$ cat src/rtl/serial_tx_pkg.sv
package serial_tx_pkg;
  localparam int CHAR_W    = 8;
  localparam int MAX_DATA  = CHAR_W + 1;
  localparam int FRAME_MAX = 1 + MAX_DATA + 2;

  typedef enum logic [1:0] {
    PAR_ODD   = 2'b00,
    PAR_EVEN  = 2'b01,
    PAR_MARK  = 2'b10,
    PAR_SPACE = 2'b11
  } par_kind_e;

  typedef struct packed {
    logic [1:0] len;
    logic       par_en;
    logic       psel_hi;
    logic       bit9;
    logic       two_stop;
  } tx_cfg_t;

  function automatic int data_width(input logic [1:0] len);
    case (len)
      2'b01:   return 7;
      2'b10:   return 9;
      default: return 8;
    endcase
  endfunction
endpackage

$ cat src/rtl/tx_hold_buf.sv
module tx_hold_buf #(
  parameter int W = 8
) (
  input  logic         clk,
  input  logic         rst_n,
  input  logic         wr_valid,
  input  logic [W-1:0] wr_data,
  input  logic         take,
  output logic         wr_ready,
  output logic         full,
  output logic [W-1:0] data
);
  logic         full_q;
  logic [W-1:0] data_q;

  always_ff @(posedge clk or negedge rst_n) begin
    if (!rst_n) begin
      full_q <= 1'b0;
      data_q <= '0;
    end else if (wr_valid && !full_q) begin
      full_q <= 1'b1;
      data_q <= wr_data;
    end else if (take) begin
      full_q <= 1'b0;
    end
  end

  assign wr_ready = !full_q;
  assign full     = full_q;
  assign data     = data_q;
endmodule

$ cat src/rtl/tx_frame_fmt.sv
module tx_frame_fmt
  import serial_tx_pkg::*;
#(
  parameter int FW   = FRAME_MAX,
  parameter int NB_W = $clog2(FW + 1)
) (
  input  logic [CHAR_W-1:0] data,
  input  tx_cfg_t           cfg,
  output logic [FW-1:0]     frame,
  output logic [NB_W-1:0]   nbits
);
  int                  dw;
  logic                nine;
  logic                use_par;
  logic                acc;
  logic                pbit;
  logic [MAX_DATA-1:0] d9;
  par_kind_e           kind;

  always_comb begin
    dw      = data_width(cfg.len);
    nine    = (dw == MAX_DATA);
    use_par = cfg.par_en && !nine;
    d9      = {cfg.bit9, data};
    kind    = par_kind_e'({cfg.psel_hi, cfg.bit9});
    acc     = 1'b0;
    for (int i = 0; i < MAX_DATA; i++) begin
      if (i < dw) acc = acc ^ d9[i];
    end
    case (kind)
      PAR_ODD:  pbit = ~acc;
      PAR_EVEN: pbit = acc;
      PAR_MARK: pbit = 1'b1;
      default:  pbit = 1'b0;
    endcase

    frame    = '1;
    frame[0] = 1'b0;
    for (int i = 0; i < MAX_DATA; i++) begin
      if (i < dw) frame[1+i] = d9[i];
    end
    for (int j = 0; j < FW; j++) begin
      if (use_par && (j == 1 + dw)) frame[j] = pbit;
    end
    nbits = NB_W'(1 + dw + (use_par ? 1 : 0) + 1 + (cfg.two_stop ? 1 : 0));
  end
endmodule

$ cat src/rtl/tx_shifter.sv
module tx_shifter #(
  parameter int TPB  = 16,
  parameter int FW   = 12,
  parameter int NB_W = $clog2(FW + 1)
) (
  input  logic            clk,
  input  logic            rst_n,
  input  logic            tick,
  input  logic            load,
  input  logic [FW-1:0]   frame,
  input  logic [NB_W-1:0] nbits,
  output logic            txd,
  output logic            busy,
  output logic            can_load
);
  localparam int TC_W = (TPB > 1) ? $clog2(TPB) : 1;

  logic [FW-1:0]   sh_q;
  logic [NB_W-1:0] remain_q;
  logic [TC_W-1:0] tcnt_q;
  logic            busy_q;
  logic            bit_end;
  logic            last_bit;

  assign bit_end  = (tcnt_q == TC_W'(TPB - 1));
  assign last_bit = (remain_q == NB_W'(1));
  assign can_load = !busy_q || (tick && bit_end && last_bit);

  always_ff @(posedge clk or negedge rst_n) begin
    if (!rst_n) begin
      sh_q     <= '1;
      remain_q <= '0;
      tcnt_q   <= '0;
      busy_q   <= 1'b0;
    end else if (load) begin
      sh_q     <= frame;
      remain_q <= nbits;
      tcnt_q   <= '0;
      busy_q   <= 1'b1;
    end else if (busy_q && tick) begin
      if (bit_end) begin
        tcnt_q   <= '0;
        sh_q     <= {1'b1, sh_q[FW-1:1]};
        remain_q <= remain_q - NB_W'(1);
        if (last_bit) busy_q <= 1'b0;
      end else begin
        tcnt_q <= tcnt_q + TC_W'(1);
      end
    end
  end

  assign txd  = busy_q ? sh_q[0] : 1'b1;
  assign busy = busy_q;
endmodule

$ cat src/rtl/serial_tx_dbuf.sv
module serial_tx_dbuf
  import serial_tx_pkg::*;
#(
  parameter int TICKS_PER_BIT = 16,
  parameter int FRAME_W       = FRAME_MAX
) (
  input  logic              clk,
  input  logic              rst_n,
  input  logic              tick16,
  input  logic              wr_valid,
  output logic              wr_ready,
  input  logic [CHAR_W-1:0] wr_data,
  output logic [CHAR_W-1:0] hold_data,
  input  logic [1:0]        len_sel,
  input  logic              par_en,
  input  logic              psel_hi,
  input  logic              bit9_psel,
  input  logic              two_stop,
  output logic              txd,
  output logic              buf_empty,
  output logic              tx_busy
);
  localparam int NB_W = $clog2(FRAME_W + 1);

  logic               hold_full;
  logic               can_load;
  logic               take;
  tx_cfg_t            cfg;
  logic [FRAME_W-1:0] frame;
  logic [NB_W-1:0]    nbits;

  assign cfg  = '{len: len_sel, par_en: par_en, psel_hi: psel_hi,
                  bit9: bit9_psel, two_stop: two_stop};
  assign take = hold_full && can_load;

  tx_hold_buf #(.W(CHAR_W)) u_hold (
    .clk      (clk),
    .rst_n    (rst_n),
    .wr_valid (wr_valid),
    .wr_data  (wr_data),
    .take     (take),
    .wr_ready (wr_ready),
    .full     (hold_full),
    .data     (hold_data)
  );

  tx_frame_fmt #(.FW(FRAME_W), .NB_W(NB_W)) u_fmt (
    .data  (hold_data),
    .cfg   (cfg),
    .frame (frame),
    .nbits (nbits)
  );

  tx_shifter #(.TPB(TICKS_PER_BIT), .FW(FRAME_W), .NB_W(NB_W)) u_shift (
    .clk      (clk),
    .rst_n    (rst_n),
    .tick     (tick16),
    .load     (take),
    .frame    (frame),
    .nbits    (nbits),
    .txd      (txd),
    .busy     (tx_busy),
    .can_load (can_load)
  );

  assign buf_empty = !hold_full;
endmodule

$ cat config.mk
export PLATFORM = sky130hd
export DESIGN_NAME = serial_tx_dbuf
export DESIGN_NICKNAME = d
export VERILOG_FILES = /design/src/rtl/serial_tx_pkg.sv /design/src/rtl/tx_hold_buf.sv /design/src/rtl/tx_frame_fmt.sv /design/src/rtl/tx_shifter.sv /design/src/rtl/serial_tx_dbuf.sv
export SDC_FILE = /design/constraint.sdc
export NUM_CORES = 1
export LEC_CHECK = 0
export BUFFER_PORTS_ARGS = -buffer_cell sky130_fd_sc_hd__buf_2
export CORE_UTILIZATION = 40
export DETAILED_ROUTE_END_ITERATION = 10
export GPL_TIMING_DRIVEN = 1
export PLACE_DENSITY_LB_ADDON = 0.12
export SLEW_MARGIN = 15
export SYNTH_ARGS = -nofsm -noshare
export SYNTH_HDL_FRONTEND = slang
export SYNTH_SLANG_ARGS = --single-unit
$ cat constraint.sdc
create_clock -name clk -period 1.85 [get_ports clk]
set_input_delay 0.37 -clock clk [delete_from_list [all_inputs] [get_ports clk]]
set_output_delay 0.37 -clock clk [all_outputs]
set_load 0.05 [all_outputs]
Word-level counts from Yosys, hierarchy flattened
Index checks and enable logic that the tools add are counted.
- register bits after elaboration: 30
- output and inout port bits: 12
- add/subtract/negate cells: 6
- magnitude comparators: 9
- equality and inequality tests: 18
- mux-type cells: 50
- bitwise gates (word level): 9
- reductions and logical operators: 30
- operator list (kind ; count):
    2-to-1 mux 1 bit ; 39
    2-to-1 mux 12 bit ; 3
    zero test 32 bit ; 1
    2-to-1 mux 4 bit ; 6
    == test 3 x 5 -> 1 bit, first input constant ; 4
    == test 4 x 5 -> 1 bit, first input constant ; 4
    logical AND 1 bit ; 18
    < comparator 3 x 4 -> 1 bit, first input constant ; 4
    == test 2 x 5 -> 1 bit, first input constant ; 2
    adder 4 bit ; 2
    == test 4 bit, second input constant ; 2
    < comparator 1 x 4 -> 1 bit, first input constant ; 2
    < comparator 2 x 4 -> 1 bit, first input constant ; 2
    case mux 4 bit (2 select lines) ; 1
    nonzero test 2 bit ; 4
    XOR 1 bit ; 8
    adder 1 x 4 -> 5 bit, first input constant ; 1
    == test 1 x 5 -> 1 bit, first input constant ; 1
    adder 4 x 1 -> 4 bit, second input constant ; 1
    adder 4 x 2 -> 4 bit, second input constant ; 1
    == test 2 x 1 -> 1 bit, second input constant ; 2
    == test 2 bit, second input constant ; 2
    == test 4 x 1 -> 1 bit, second input constant ; 1
    < comparator 4 bit, first input constant ; 1
    other kinds (8) ; 10

Logic depth before layout (Yosys ltp)
- depth after elaboration: 24
- depth in mapped cells: 12
- depth with buffers taken out: 12

Cells and area by module
A second synthesis with hierarchy kept.
- cells, all modules: 190
- area, all modules: 1853.0 µm²
- modules (own cells, without submodules) (module ; times used ; cells an instance ; area each (µm²) ; seq. area each (µm²)):
    tx_shifter ; 1 ; 113 ; 1098.6 ; 540.5
    tx_hold_buf ; 1 ; 21 ; 374.1 ; 225.2
    tx_frame_fmt ; 1 ; 54 ; 370.4 ; 0.0
    serial_tx_dbuf ; 1 ; 2 ; 10.0 ; 0.0

Worst setup path after synthesis
Ideal clock, no wire load.
- path kind: input to register
- start: in len_sel[0]
- end: reg u_shift.remain_q[2]
- setup time: 0.126 ns
- arrival: 2.187 ns
- required time: 1.724 ns
- setup slack: -0.463 ns
- cell stages on the path: 12
- buffers on the path: 0
- path through: inv_1 ha_1 nor2b_1 inv_1 ha_1 inv_1 ha_1 inv_1 fa_1 xor2_1 o21ai_0 a21oi_1
- cells in the longest elaborated chain, start to end: 10
- elaborated cells between the ends (all ways): 12
- those cells by class: add/sub: 4; eq/ne: 3; mux: 3; reduce/logical: 2
- RTL lines (element ; line ; text):
    start, declared ; serial_tx_dbuf.sv:14 ; input logic [1:0] len_sel,
    == test 2 bit or == test 2 x 1 -> 1 bit (tied branches) ; serial_tx_pkg.sv:22 ; case (len)
    case mux 4 bit (2 select lines) * ; serial_tx_pkg.sv:22 ;
    == test 4 bit ; tx_frame_fmt.sv:22 ; nine = (dw == MAX_DATA);
    zero test 1 bit ; tx_frame_fmt.sv:23 ; use_par = cfg.par_en && !nine;
    logical AND 1 bit ; tx_frame_fmt.sv:23 ;
    2-to-1 mux 1 bit ; tx_frame_fmt.sv:45 ; nbits = NB_W'(1 + dw + (use_par ? 1 : 0) + 1 + (cfg.two_stop ? 1 : 0));
    adder 4 bit * ; tx_frame_fmt.sv:45 ;
    adder 4 x 2 -> 4 bit * ; tx_frame_fmt.sv:45 ;
    adder 4 bit * ; tx_frame_fmt.sv:45 ;
    2-to-1 mux 4 bit * ; tx_shifter.sv:35 ; end else if (load) begin
    end signal, assigned ; tx_shifter.sv:37 ; remain_q <= nbits;
    end signal, assigned ; tx_shifter.sv:44 ; remain_q <= remain_q - NB_W'(1);
    end, declared ; tx_shifter.sv:19 ; logic [NB_W-1:0] remain_q;
Every way passes the cells marked *; elsewhere a longest branch is shown, timed or not.
A chain may end at the register's enable or synchronous reset.

Worst setup path in the final report
- start: reg u_shift.tcnt_q[1]
- end: reg u_shift.sh_q[8]
- cells in the longest elaborated chain, start to end: 7
- elaborated cells between the ends (all ways): 9
- those cells by class: eq/ne: 1; mux: 1; reduce/logical: 7
- RTL lines (element ; line ; text):
    start, declared ; tx_shifter.sv:20 ; logic [TC_W-1:0] tcnt_q;
    start signal, assigned ; tx_shifter.sv:47 ; tcnt_q <= tcnt_q + TC_W'(1);
    == test 4 bit * ; tx_shifter.sv:25 ; assign bit_end = (tcnt_q == TC_W'(TPB - 1));
    logical AND 1 bit (2 in series) ; tx_shifter.sv:27 ; assign can_load = !busy_q || (tick && bit_end && last_bit);
    logical OR 1 bit ; tx_shifter.sv:27 ;
    logical AND 1 bit ; serial_tx_dbuf.sv:34 ; assign take = hold_full && can_load;
    nonzero test 2 bit (no line) ; n/a ;
    AND reduction 2 bit (no line) ; n/a ;
    end signal, assigned ; tx_shifter.sv:36 ; sh_q <= frame;
    end signal, assigned ; tx_shifter.sv:43 ; sh_q <= {1'b1, sh_q[FW-1:1]};
    end, declared ; tx_shifter.sv:18 ; logic [FW-1:0] sh_q;
Marked as above.

==> impl_metrics.json <==
{
  "numPortBuffers": 29,
  "status": "complete, but fails checks",
  "reg2regPathDepth": 7,
  "initial_core_util": 0.422,
  "finalSetupViolations": 2,
  "yosysSeqAreaShare": 0.447,
  "hold_violations": 0,
  "wl_microns": 4000,
  "ys_types": 41,
  "required_ns": 2.04,
  "gr-total-overflow": 0,
  "power_density_nw_per_um2": 1090,
  "hp-class": "in -> async",
  "die-width_microns": 67.4,
  "htreeDepth": 2,
  "period_share": 1.01,
  "fmax_mhz": 535,
  "irDropWorstVdd_v": 0.000809,
  "wire_per_inst_microns": 13.7,
  "place_hpwl_microns": 2890,
  "synth.top_cell.area_share": 0.263,
  "syn_nets": 206,
  "path_max_fanout": 3,
  "syn-cell-area_sq_um": 1710,
  "diodes": 0,
  "yosys-top-cells-area": "dfrtp_1 (26%), dfstp_2 (18%), ha_1 (6.6%)",
  "root_buffer": "clkbuf_8",
  "cts-buffers-inserted": 5,
  "grt_max_degree": 31,
  "avgSynthCellArea_sq_um": 9.62,
  "synth_top_area_cell": "dfrtp_1",
  "relSlewSlack": 0.535,
  "violations": "negative setup slack",
  "clk_latency_ns": 0.27,
  "vias": 1481,
  "cts.clk_slew.worst_paths_ns": 0.06,
  "cts_hold_buf": 0,
  "slew_violations": 0,
  "vias_per_cell": 5.09,
  "ant_nets": 0,
  "startpoint_type": "register",
  "core_sq_um": 4060,
  "fin_nets": 268,
  "synth_seq_cells": 30,
  "drive_gt1_frac": 0.515,
  "antenna_found_initial": 0,
  "grt_pass1_vias": 1436,
  "worst_slack_ns": -0.0186,
  "tightestPinTransition_ns": 0.697,
  "tritoncts": "yes",
  "rows": 23,
  "fin_worst_skew_ns": 0.00672,
  "synth_cells": 178,
  "grt_pass1_wl_microns": 6310,
  "crit_type": "reg -> reg",
  "rsz0062_at_grt": "yes",
  "post-route-min-period_ns": 1.87,
  "drc": 0,
  "die_area_sq_um": 4550,
  "synth_warnings": 0,
  "p_leak_uw": 0.00111,
  "io-pin-count": 30,
  "die_h_microns": 67.4,
  "critPathCaptureType": "register",
  "p_total_uw": 2690,
  "cts_sinks": 30,
  "drv_cap": 0,
  "regArea_sq_um": 772,
  "cts_buffer_depth": 2,
  "firstDrtPassIters": 4,
  "syn2layout_area_growth_pct": 43.2,
  "detail_route.iter0.violations": 67,
  "final_core_util": 0.605,
  "fill_cells": 338,
  "grt_use_total": 0.192,
  "multi_input_area_sq_um": 996,
  "crit_arrival_ns": 2.06,
  "gp_congestion": 0.849
}
-- cells in the mapped netlist --
| cell | instances |
|---|---|
| o41ai_1 | 1 |
| a2111oi_0 | 1 |
| inv_1 | 13 |
| nand3_1 | 5 |
| and2_1 | 2 |
| a31oi_1 | 7 |
| nand2b_1 | 1 |
| nand4_1 | 1 |
| dfrtp_1 | 18 |
| or3_1 | 1 |
| a41oi_1 | 1 |
| nand2_1 | 27 |
| xnor3_1 | 1 |
| fa_1 | 1 |
| o211ai_1 | 1 |
| ha_1 | 9 |
| dfstp_2 | 12 |
| nand4b_1 | 1 |
| mux2_2 | 8 |
| o21a_1 | 1 |
| a41oi_2 | 1 |
| or2_2 | 2 |
| buf_6 | 1 |
| buf_2 | 2 |
| o41ai_2 | 1 |
| nor2_1 | 18 |
| nor2_2 | 1 |
| nor3_1 | 2 |
| xor2_1 | 4 |
| xnor2_1 | 5 |
| nand3_2 | 1 |
| o21ai_0 | 8 |
| buf_4 | 1 |
| a211o_1 | 1 |
| mux2i_1 | 1 |
| nor2b_1 | 3 |
| a21oi_1 | 5 |
| a32o_1 | 1 |
| o221ai_1 | 2 |
| clkbuf_1 | 5 |
| o22ai_1 | 1 |
-- area by class of cell --
| class | instances | area share |
|---|---|---|
| Multi-Input combinational cell | 126 | 0.406 |
| Sequential cell | 30 | 0.315 |
| Timing Repair Buffer | 64 | 0.192 |
| Clock buffer | 7 | 0.0352 |
| Tap cell | 50 | 0.0255 |
| Inverter | 13 | 0.0250 |
| Clock inverter | 1 | 0.00204 |
-- metrics by stage --
stage,TNS (ns),hold slack [ns],setup WS (ns),instance area [sq um],instances
floorplan,-0.174,0.0744,-0.0887,1790,178
global placement,-1.28,0.438,-0.297,2170,275
detailed placement,-1.42,0.448,-0.342,2170,275
CTS,0,0.150,0.00586,2330,286
global route,-0.613,0.180,-0.111,2450,291
finish,-0.0233,0.137,-0.0186,2450,291
-- path summary, 6_finish.rpt --
check	from	slack, ns	end
setup reg to reg	u_shift.tcnt_q[1]$_DFFE_PN0P_	-0.02	u_shift.sh_q[8]$_DFFE_PN1P_
setup / recovery	u_shift.tcnt_q[1]$_DFFE_PN0P_	-0.02	u_shift.sh_q[8]$_DFFE_PN1P_
hold reg to reg	u_shift.sh_q[5]$_DFFE_PN1P_	0.48	u_shift.sh_q[5]$_DFFE_PN1P_
hold / removal	rst_n	0.14	u_shift.remain_q[0]$_DFFE_PN0P_
max in group asynchronous	rst_n	1.22	u_hold.data[0]$_DFFE_PN0P_
min in group clk	wr_valid	0.32	u_hold.full$_DFFE_PN0P_
-- layout by cell type, fill, tap and decap left out, drive strengths merged --
cell type	count
dfstp	12
nand4b	1
dfrtp	18
o21a	1
ha	9
a32o	1
fa	1
a41oi	2
nor3	2
inv	13
o41ai	2
buf	63
clkinv	1
nand2b	1
and2	2
a211o	1
o221ai	2
nand3	6
nand2	27
or3	1
mux2	8
xnor3	1
xnor2	5
clkbuf	8
nor2b	3
a2111oi	1
xor2	4
or2	2
nor2	19
a21oi	5
o22ai	1
o21ai	8
mux2i	1
o211ai	1
a31oi	7
nand4	1
-- registers in the layout (all words and copies together), names as in the netlist --
signal            cells
u_hold.data           8
u_hold.full           1
u_shift.busy          1
u_shift.remain_q      4
u_shift.sh_q         12
u_shift.tcnt_q        4
-- kinds of logic after synthesis --
kind of cell	after synthesis	share of synthesized area
flops	30	0.447
xor+xnor	10	0.0592
compound gates	32	0.131
simple gates	65	0.170
buf+inv	22	0.0562
mux	9	0.0584
fa+ha+maj	10	0.0774
-- routing by layer --
layer | share of wire | GRT usage | wire length [microns] | vias to the layer above
li1 | - | - | - | 730
met1 | 0.45 | 0.236 | 1780 | 714
met2 | 0.51 | 0.330 | 2040 | 35
met3 | 0.040 | 0.0507 | 158 | 2
met4 | 0.0043 | 0.0505 | 17 | 0
met5 | 0 | 0 | 0 | -
-- worst max-delay path: stages, from the launching register on --
cell and delay [ns]:
dfrtp_1 0.39, ha_4 0.16, nand3_4 0.08, o41ai_4 0.40
and2_4 0.23, nor3_2 0.05, or3_1 0.32, a41oi_2 0.16
-- where the power goes --
group / total (uW) / internal (uW) / switching [uW] / leakage, uW
Combinational: 1070 / 528 / 538 / 0.000735
Clock: 539 / 300 / 239 / 0.0000482
Sequential: 1080 / 940 / 141 / 0.000330
Total: 2690 / 1770 / 918 / 0.00111
-- timing repair --
item / in CTS / in global routing
buffers inserted: 3 / 4
resized for setup: 13 / 17
pin swaps: 5 / 10
gates cloned: 0 / 1
endpoints found under the setup margin: 14 / 16
Power figures use the tool's default switching activity.
